===== src/rtl/mpk_rx.sv =====
module mpk_rx #(
  parameter int MAX_LEN = 8,
  parameter int W = 8
) (
  input  logic         clk,
  input  logic         rst_n,
  input  logic [W-1:0] own_id,
  input  logic         rx_start,
  input  logic         rx_end,
  input  logic         rx_valid,
  input  logic [W-1:0] rx_byte,
  output logic         out_valid,
  output logic [W-1:0] out_byte,
  output logic         out_last,
  output logic         pkt_good,
  output logic         pkt_err,
  output logic         reply_req
);
  localparam int CW = $clog2(MAX_LEN + 3);
  localparam int SLOTS = 1 << CW;
  localparam logic [CW-1:0] FULL = CW'(MAX_LEN + 2);
  localparam logic [CW-1:0] MINB = CW'(2);

  typedef enum logic [1:0] {S_IDLE, S_COLL, S_DRAIN, S_DROP} st_t;

  st_t           state;
  logic [CW-1:0] cnt, rd, plen;
  logic [W-1:0]  acc, id_q;
  logic [W-1:0]  mem [SLOTS];
  logic          good_q, err_q, rep_q;

  wire take = (state == S_COLL) && !rx_start && !rx_end && rx_valid && (cnt != FULL);

  always_ff @(posedge clk) begin
    if (take && cnt != '0) mem[cnt - 1'b1] <= rx_byte;
  end

  always_ff @(posedge clk or negedge rst_n) begin
    if (!rst_n) begin
      state  <= S_IDLE;
      cnt    <= '0;
      rd     <= '0;
      plen   <= '0;
      acc    <= '0;
      id_q   <= '0;
      good_q <= 1'b0;
      err_q  <= 1'b0;
      rep_q  <= 1'b0;
    end else begin
      good_q <= 1'b0;
      err_q  <= 1'b0;
      rep_q  <= 1'b0;
      case (state)
        S_IDLE, S_DROP: begin
          if (rx_start) begin
            state <= S_COLL;
            cnt   <= '0;
            acc   <= '0;
          end
        end
        S_COLL: begin
          if (rx_start) begin
            cnt <= '0;
            acc <= '0;
          end else if (rx_end) begin
            state <= S_IDLE;
            if (cnt < MINB || acc != '0) begin
              err_q <= 1'b1;
            end else if (id_q == own_id) begin
              good_q <= 1'b1;
              plen   <= cnt - MINB;
              rd     <= '0;
              if (cnt == MINB) rep_q <= 1'b1;
              else state <= S_DRAIN;
            end
          end else if (rx_valid) begin
            if (cnt == FULL) begin
              err_q <= 1'b1;
              state <= S_DROP;
            end else begin
              acc <= acc ^ rx_byte;
              if (cnt == '0) id_q <= rx_byte;
              cnt <= cnt + 1'b1;
            end
          end
        end
        S_DRAIN: begin
          rd <= rd + 1'b1;
          if (rd == plen - 1'b1) begin
            state <= S_IDLE;
            rep_q <= 1'b1;
          end
        end
        default: state <= S_IDLE;
      endcase
    end
  end

  assign out_valid = (state == S_DRAIN);
  assign out_byte  = mem[rd];
  assign out_last  = out_valid && (rd == plen - 1'b1);
  assign pkt_good  = good_q;
  assign pkt_err   = err_q;
  assign reply_req = rep_q;
endmodule


===== config.mk =====
export PLATFORM = sky130hd
export DESIGN_NAME = mpk_rx
export DESIGN_NICKNAME = d
export VERILOG_FILES = /design/src/rtl/mpk_rx.sv
export SDC_FILE = /design/constraint.sdc
export NUM_CORES = 1
export LEC_CHECK = 0
export CAP_MARGIN = 20
export CORE_UTILIZATION = 40
export DETAILED_ROUTE_END_ITERATION = 10
export PLACE_DENSITY_LB_ADDON = 0.1
export SETUP_SLACK_MARGIN = 0.02
export SYNTH_ARGS = -nofsm -noshare
export SYNTH_HDL_FRONTEND = slang
export SYNTH_SLANG_ARGS = --single-unit

===== constraint.sdc =====
create_clock -name clk -period 2.48 [get_ports clk]
set_clock_uncertainty 0.05 [all_clocks]
set_input_delay 0.372 -clock clk [delete_from_list [all_inputs] [get_ports clk]]
set_output_delay 0.372 -clock clk [all_outputs]
set_load 0.01 [all_outputs]

## Yosys cells after proc, flatten, opt, wreduce, memory -nomap -nowiden

Memories as Yosys holds them, arrays and structs flattened.
Cells that the tools add are included.

| operators by class | value |
|---|---|
| reductions and logical operators | 21 |
| divide/modulo/power cells | 0 |
| multiplexer cells | 47 |
| order comparisons | 1 |
| equal/unequal tests | 19 |
| add/sub/neg operators | 5 |
| multiply operators | 0 |
| shifts and indexed selects | 0 |
| bitwise gates (word level) | 5 |

Operators with widths:

| cell | number |
|---|---|
| 2-to-1 mux 8 bit | 5 |
| 2-to-1 mux 4 bit | 9 |
| AND reduction 5 bit | 4 |
| 2-to-1 mux 1 bit | 19 |
| 2-to-1 mux 2 bit | 9 |
| one-hot mux 4 bit (2 select lines) | 2 |
| one-hot mux 8 bit (2 select lines) | 1 |
| != test 3 bit (second input constant) | 4 |
| adder 4 x 1 -> 4 bit (second input constant) | 2 |
| equality test 8 bit | 1 |
| != test 2 bit (second input constant) | 4 |
| nonzero test 8 bit | 1 |
| subtractor 4 x 1 -> 4 bit (second input constant) | 2 |
| XOR 8 bit | 1 |
| logical AND 1 bit | 6 |
| one-hot mux 2 bit (3 select lines) | 1 |
| AND reduction 6 bit | 1 |
| equality test 2 bit (second input constant) | 2 |
| equality test 4 x 2 -> 1 bit (second input constant) | 1 |
| equality test 4 bit | 1 |
| equality test 4 bit (second input constant) | 1 |
| zero test 4 bit | 1 |
| < comparator 4 x 2 -> 1 bit (second input constant) | 1 |
| != test 2 x 1 -> 1 bit (second input constant) | 2 |
| 12 further kinds | 17 |

| word-level totals | value |
|---|---|
| memories kept | 1 |
| input port bits | 21 |
| memory bits (read-only) | 0 |
| word-level logic and storage cells | 108 |
| bits in latches | 0 |
| register bits | 33 |
| RAM bits | 128 |

Memories:

| memory | depth | width | read ports | clocked after Yosys merged registers in | wr ports | line | source |
|---|---|---|---|---|---|---|---|
| mem | 16 | 8 | 1 | 0 | 1 | 29 | `logic [W-1:0] mem [SLOTS];` |

## Depth between registers and ports, before layout

| logic depth | value |
|---|---|
| depth in word-level cells | 8 |
| mapped depth | 8 |
| mapped depth without buffers | 7 |

## Least setup slack after synthesis

Ideal clock, no wire load.

| timing path | value |
|---|---|
| kind | register to register |
| from | reg cnt[0] |
| to | mem mem[0][0], enable pin |
| clock period less this slack | 2.438 ns |
| arrival time | 2.017 ns |
| setup slack | 0.042 ns |
| stages on the path, launching flop included | 8 |
| cell sequence | dfrtp_1 > inv_1 > ha_1 > nand2_1 > o21ai_0 > nor4b_1 > nand2_1 > nor2_1 |

| on the way | value |
|---|---|
| longest elaborated chain between the ends | 5 |

Ends and longest elaborated chain:

| element | line | source |
|---|---|---|
| start, declared | 27 | `logic [CW-1:0] cnt, rd, plen;` |
| start signal, assigned | 83 | `cnt <= cnt + 1'b1;` |
| != test 4 bit | 32 | `wire take = (state == S_COLL) && !rx_start && !rx_end && rx_valid && (cnt != FULL);` |
| logical AND 1 bit | 32 |  |
| logical AND 1 bit | 35 | `if (take && cnt != '0) mem[cnt - 1'b1] <= rx_byte;` |
| 2-to-1 mux 1 bit | 35 |  |
| 2-to-1 mux 1 bit (not written as such) | 35 |  |
| end, declared | 29 |  |

Parallel ways exist; a longest one is shown, timed or not.

## Final worst setup path

| timing path | value |
|---|---|
| from | reg rd[0] |
| to | out out_byte[2] |

| on the way | value |
|---|---|
| longest elaborated chain between the ends | 1 |

Ends and longest elaborated chain:

| element | line | source |
|---|---|---|
| start, declared | 27 |  |
| start signal, assigned | 88 | `rd <= rd + 1'b1;` |
| memory (16 x 8 bit) | -- |  |
| end, declared | 13 | `output logic [W-1:0] out_byte,` |

No other way between the ends.

==> reports/metrics.cfg <==
[finish]
fillers = 1422
multi_input_comb_area_um2 = 2430
flow.area_growth_from_synthesis_pct = 25.8
post_route_utilization = 0.515
finish.net_count = 581
sequential_cell_area_um2 = 4670
final_cell_area_um2 = 8870
stdcell_count = 784
num_antenna_cells = 0
layout-drive-gt1-share = 0.302

[routing]
vias_per_cell = 5.21
post_drt_wl_per_cell_um = 21.0
num_vias = 4081
drt-pass1-iter-count = 4
route.antenna.remaining_nets = 0
drt_first_iter_violations = 351
drt-total-wl_um = 16500
drc_errors = 0

[worst_setup_path]
crit_path_capture_type = output pin
worst_r2r_endpoint = mem[6][7]
critical_path_stages = 7
timing.critical_path.slowest_stage_cell = sky130_fd_sc_hd__mux4_2
critical_path_buf_inv_count = 4
start_kind = flip-flop
critical_path_peak_fanout = 7
r2r.worst_path.cells = 9
setup.reg_to_reg.worst_slack_ps = 230
crit-reg2reg-launch = cnt[0]
cp.arrival_ps = 2140
cpPeakStageDelay_ps = 500
ordered_cell_list_for_the_critical_path = buf_12 > buf_16 > buf_6 > mux4_2 > a22oi_2 > nand2_1 > buf_2
timing.setup.critical_path_class = flip-flop to output pin
required_ps = 2060
crit_family = buffers and inverters

[pwr]
p_int_w = 0.00528
swShare = 0.282
power.combinational.fraction = 0.242
clock_power_share = 0.326
leakage_power_summed_over_all_cells_nw = 3.23
peakVddDrop_uv = 547
switchingPower_w = 0.00208
p_seq_frac = 0.432
power.density_nw_per_um2 = 829

[synth]
synth-seq-area-share = 0.662
ys_warn_count = 0
synth_seq_cells = 161
synth_area_um2 = 7060
netlist_instances = 449
synthesis.area_per_instance_um2 = 15.7
syn-num-nets = 484
post_synth_num_cell_types = 46
synth_top_flop_cell = sky130_fd_sc_hd__edfxtp_1
edff_count_synth = 128
synth_async_sr_flop_share = 0.205

[global_route]
grt_remaining_overflow = 0
global_route.usage.total = 0.200
grt_start_max_net_pins = 34
grt_first_pass_wirelength_um = 26100
via_count_of_the_first_global_routing_pass = 4465
grt_antenna_before_repair = 0

[clock_tree]
cts_inserted_buffers = 17
clock_latency_ps = 420
cts.hold.buffers_added = 0
clock_path_buffers = 2
cts_root_buf = sky130_fd_sc_hd__clkbuf_16
cts.clk_slew.worst_paths_ps = 60
htreeDepth = 4
clock_sinks = 161
clock_tree_from_tritoncts = yes

[placed_design]
postPlaceCellArea_um2 = 7950
port_buffers = 33
post-place-cells = 737
dp.final_hpwl_um = 10900
routabilityCongestion = 0.760

[floorplanning]
row_count = 48
chipWidth_um = 135
die_area_um2 = 18200
design.portCount = 34
floorplan.core_area_um2 = 17200
starting_density_of_the_core = 0.409
die_span_y_um = 135

[timing]
fin_setup_tns_ps = -333
timing_hold_violations_final = 0
final.setup.worst_slack_ps = -86.7
timing.max_slew.rel_slack = 0.532
finalMaxSlewViolations = 0
finalCriticalPeriod_ps = 2570
final_min_period_over_clock_period = 1.03
worstMarginPinSlew_ps = 700
rsz0062_at_grt = yes
finalSetupViolations = 7
max_freq_mhz = 390

[min_path]
hold_path.class = input port to async pin

[run_status]
status = complete, but fails checks
failed_checks = setup timing

[job]
max_cap_viol_count = 0

## registers in the layout, summed over array words and instances, names as in the netlist
name       count
mem          128
acc            8
id_q           8
cnt            4
plen           4
rd             4
state          2
pkt_err        1
pkt_good       1
reply_req      1
## Yosys cell counts, drive strengths merged, types with 4 or more instances
master	n	area (um^2)
nor2	37	149
nor4	4	70.1
mux2i	34	340
a221oi	16	140
edfxtp	128	3840
nand2	39	146
buf	13	90.1
mux2	9	135
ha	14	175
dfrtp	33	826
clkbuf	7	26.3
o21ai	14	70.1
a22oi	9	67.6
inv	11	41.3
xnor2	14	123
xor2	13	114
mux4	16	360
## layout by cell type, fill, tap and decap left out, types with 3 or more instances in the layout
| cell type | netlist | final |
|---|---|---|
| sky130_fd_sc_hd__a21oi_1 | 3 | 3 |
| sky130_fd_sc_hd__a221oi_2 | 0 | 13 |
| sky130_fd_sc_hd__a22oi_2 | 0 | 7 |
| sky130_fd_sc_hd__buf_12 | 0 | 3 |
| sky130_fd_sc_hd__buf_16 | 0 | 3 |
| sky130_fd_sc_hd__buf_2 | 9 | 8 |
| sky130_fd_sc_hd__buf_4 | 0 | 52 |
| sky130_fd_sc_hd__buf_6 | 4 | 8 |
| sky130_fd_sc_hd__clkbuf_16 | 0 | 17 |
| sky130_fd_sc_hd__clkdlybuf4s50_1 | 0 | 24 |
| sky130_fd_sc_hd__clkinvlp_4 | 0 | 4 |
| sky130_fd_sc_hd__dfrtp_1 | 33 | 32 |
| sky130_fd_sc_hd__edfxtp_1 | 128 | 128 |
| sky130_fd_sc_hd__ha_1 | 14 | 14 |
| sky130_fd_sc_hd__inv_1 | 11 | 11 |
| sky130_fd_sc_hd__inv_6 | 0 | 4 |
| sky130_fd_sc_hd__mux2_4 | 9 | 9 |
| sky130_fd_sc_hd__mux2i_1 | 34 | 30 |
| sky130_fd_sc_hd__mux2i_4 | 0 | 4 |
| sky130_fd_sc_hd__mux4_2 | 16 | 16 |
| sky130_fd_sc_hd__nand2_1 | 39 | 37 |
| sky130_fd_sc_hd__nand3_1 | 3 | 3 |
| sky130_fd_sc_hd__nor2_1 | 35 | 35 |
| sky130_fd_sc_hd__nor2b_1 | 3 | 3 |
| sky130_fd_sc_hd__nor4_4 | 3 | 3 |
| sky130_fd_sc_hd__o21ai_0 | 14 | 9 |
| sky130_fd_sc_hd__o21ai_1 | 0 | 5 |
| sky130_fd_sc_hd__xnor2_1 | 14 | 14 |
| sky130_fd_sc_hd__xor2_1 | 13 | 13 |
## timing repair
item,in CTS,in global routing
setup endpoints to repair,9,9
pin swaps,21,23
cloned,4,0
resized for setup,64,25
setup buffers,12,1
## routing by layer
layer	global-route usage	share of wire	wire, um	vias up
met5	0	0	0	-
met1	0.275	0.45	7480	2075
met3	0.0383	0.044	718	11
met4	0.0637	0.010	169	0
met2	0.320	0.49	8120	86
li1	-	-	-	1909
## power groups by stage
stage | combinational (W) | clock (W) | sequential [W]
finish | 0.00178 | 0.00240 | 0.00318
global route | 0.00194 | 0.00255 | 0.00319
CTS | 0.00180 | 0.00245 | 0.00318
detailed placement | 0.00151 | 0 | 0.00323
global placement | 0.00149 | 0 | 0.00323
floorplan | 0.00107 | 0 | 0.00321
## how the worst max path moves through the flow
stage	start	end	slack, ps
after CTS	rd[0]	out_byte[4]	-170
final	rd[0]	out_byte[2]	-90
after global routing	rd[0]	out_byte[3]	-160
after detailed placement	rd[0]	out_byte[4]	-60
after floorplan	cnt[0]	mem[0][0]	40
after global placement	rd[0]	out_byte[4]	-60
## logic make-up (layout without fill, tap and decap cells)
logic type                 after synthesis  after routing  share of synthesized area
AOI/OAI and AO/OA                       56             56                     0.0647
xor gates and xnor gates                28             28                     0.0367
muxes                                   59             59                      0.118
DFF                                    161            161                      0.662
buffers and inverters                   33            143                     0.0234
adders and majority gates               14             14                     0.0248
and+or+nand+nor                         98             98                     0.0702
## area by class of cell
cell class                      count  share of cell area
Clock inverter                     13              0.0117
Clock buffer                       19              0.0488
Timing Repair Buffer               98               0.102
Tap cell                          225              0.0317
Inverter                           13             0.00550
Sequential cell                   161               0.526
Multi-Input combinational cell    255               0.274
## per-stage QoR
step                total power, W  worst slack, ps  hold slack (ps)
finish                     0.00735            -86.7              315
global route               0.00768             -162              361
CTS                        0.00743             -174              321
detailed placement         0.00473            -56.4              470
global placement           0.00472            -55.7              463
floorplan                  0.00428             42.4             26.4
No activity file was read; power rests on OpenSTA's default activity.
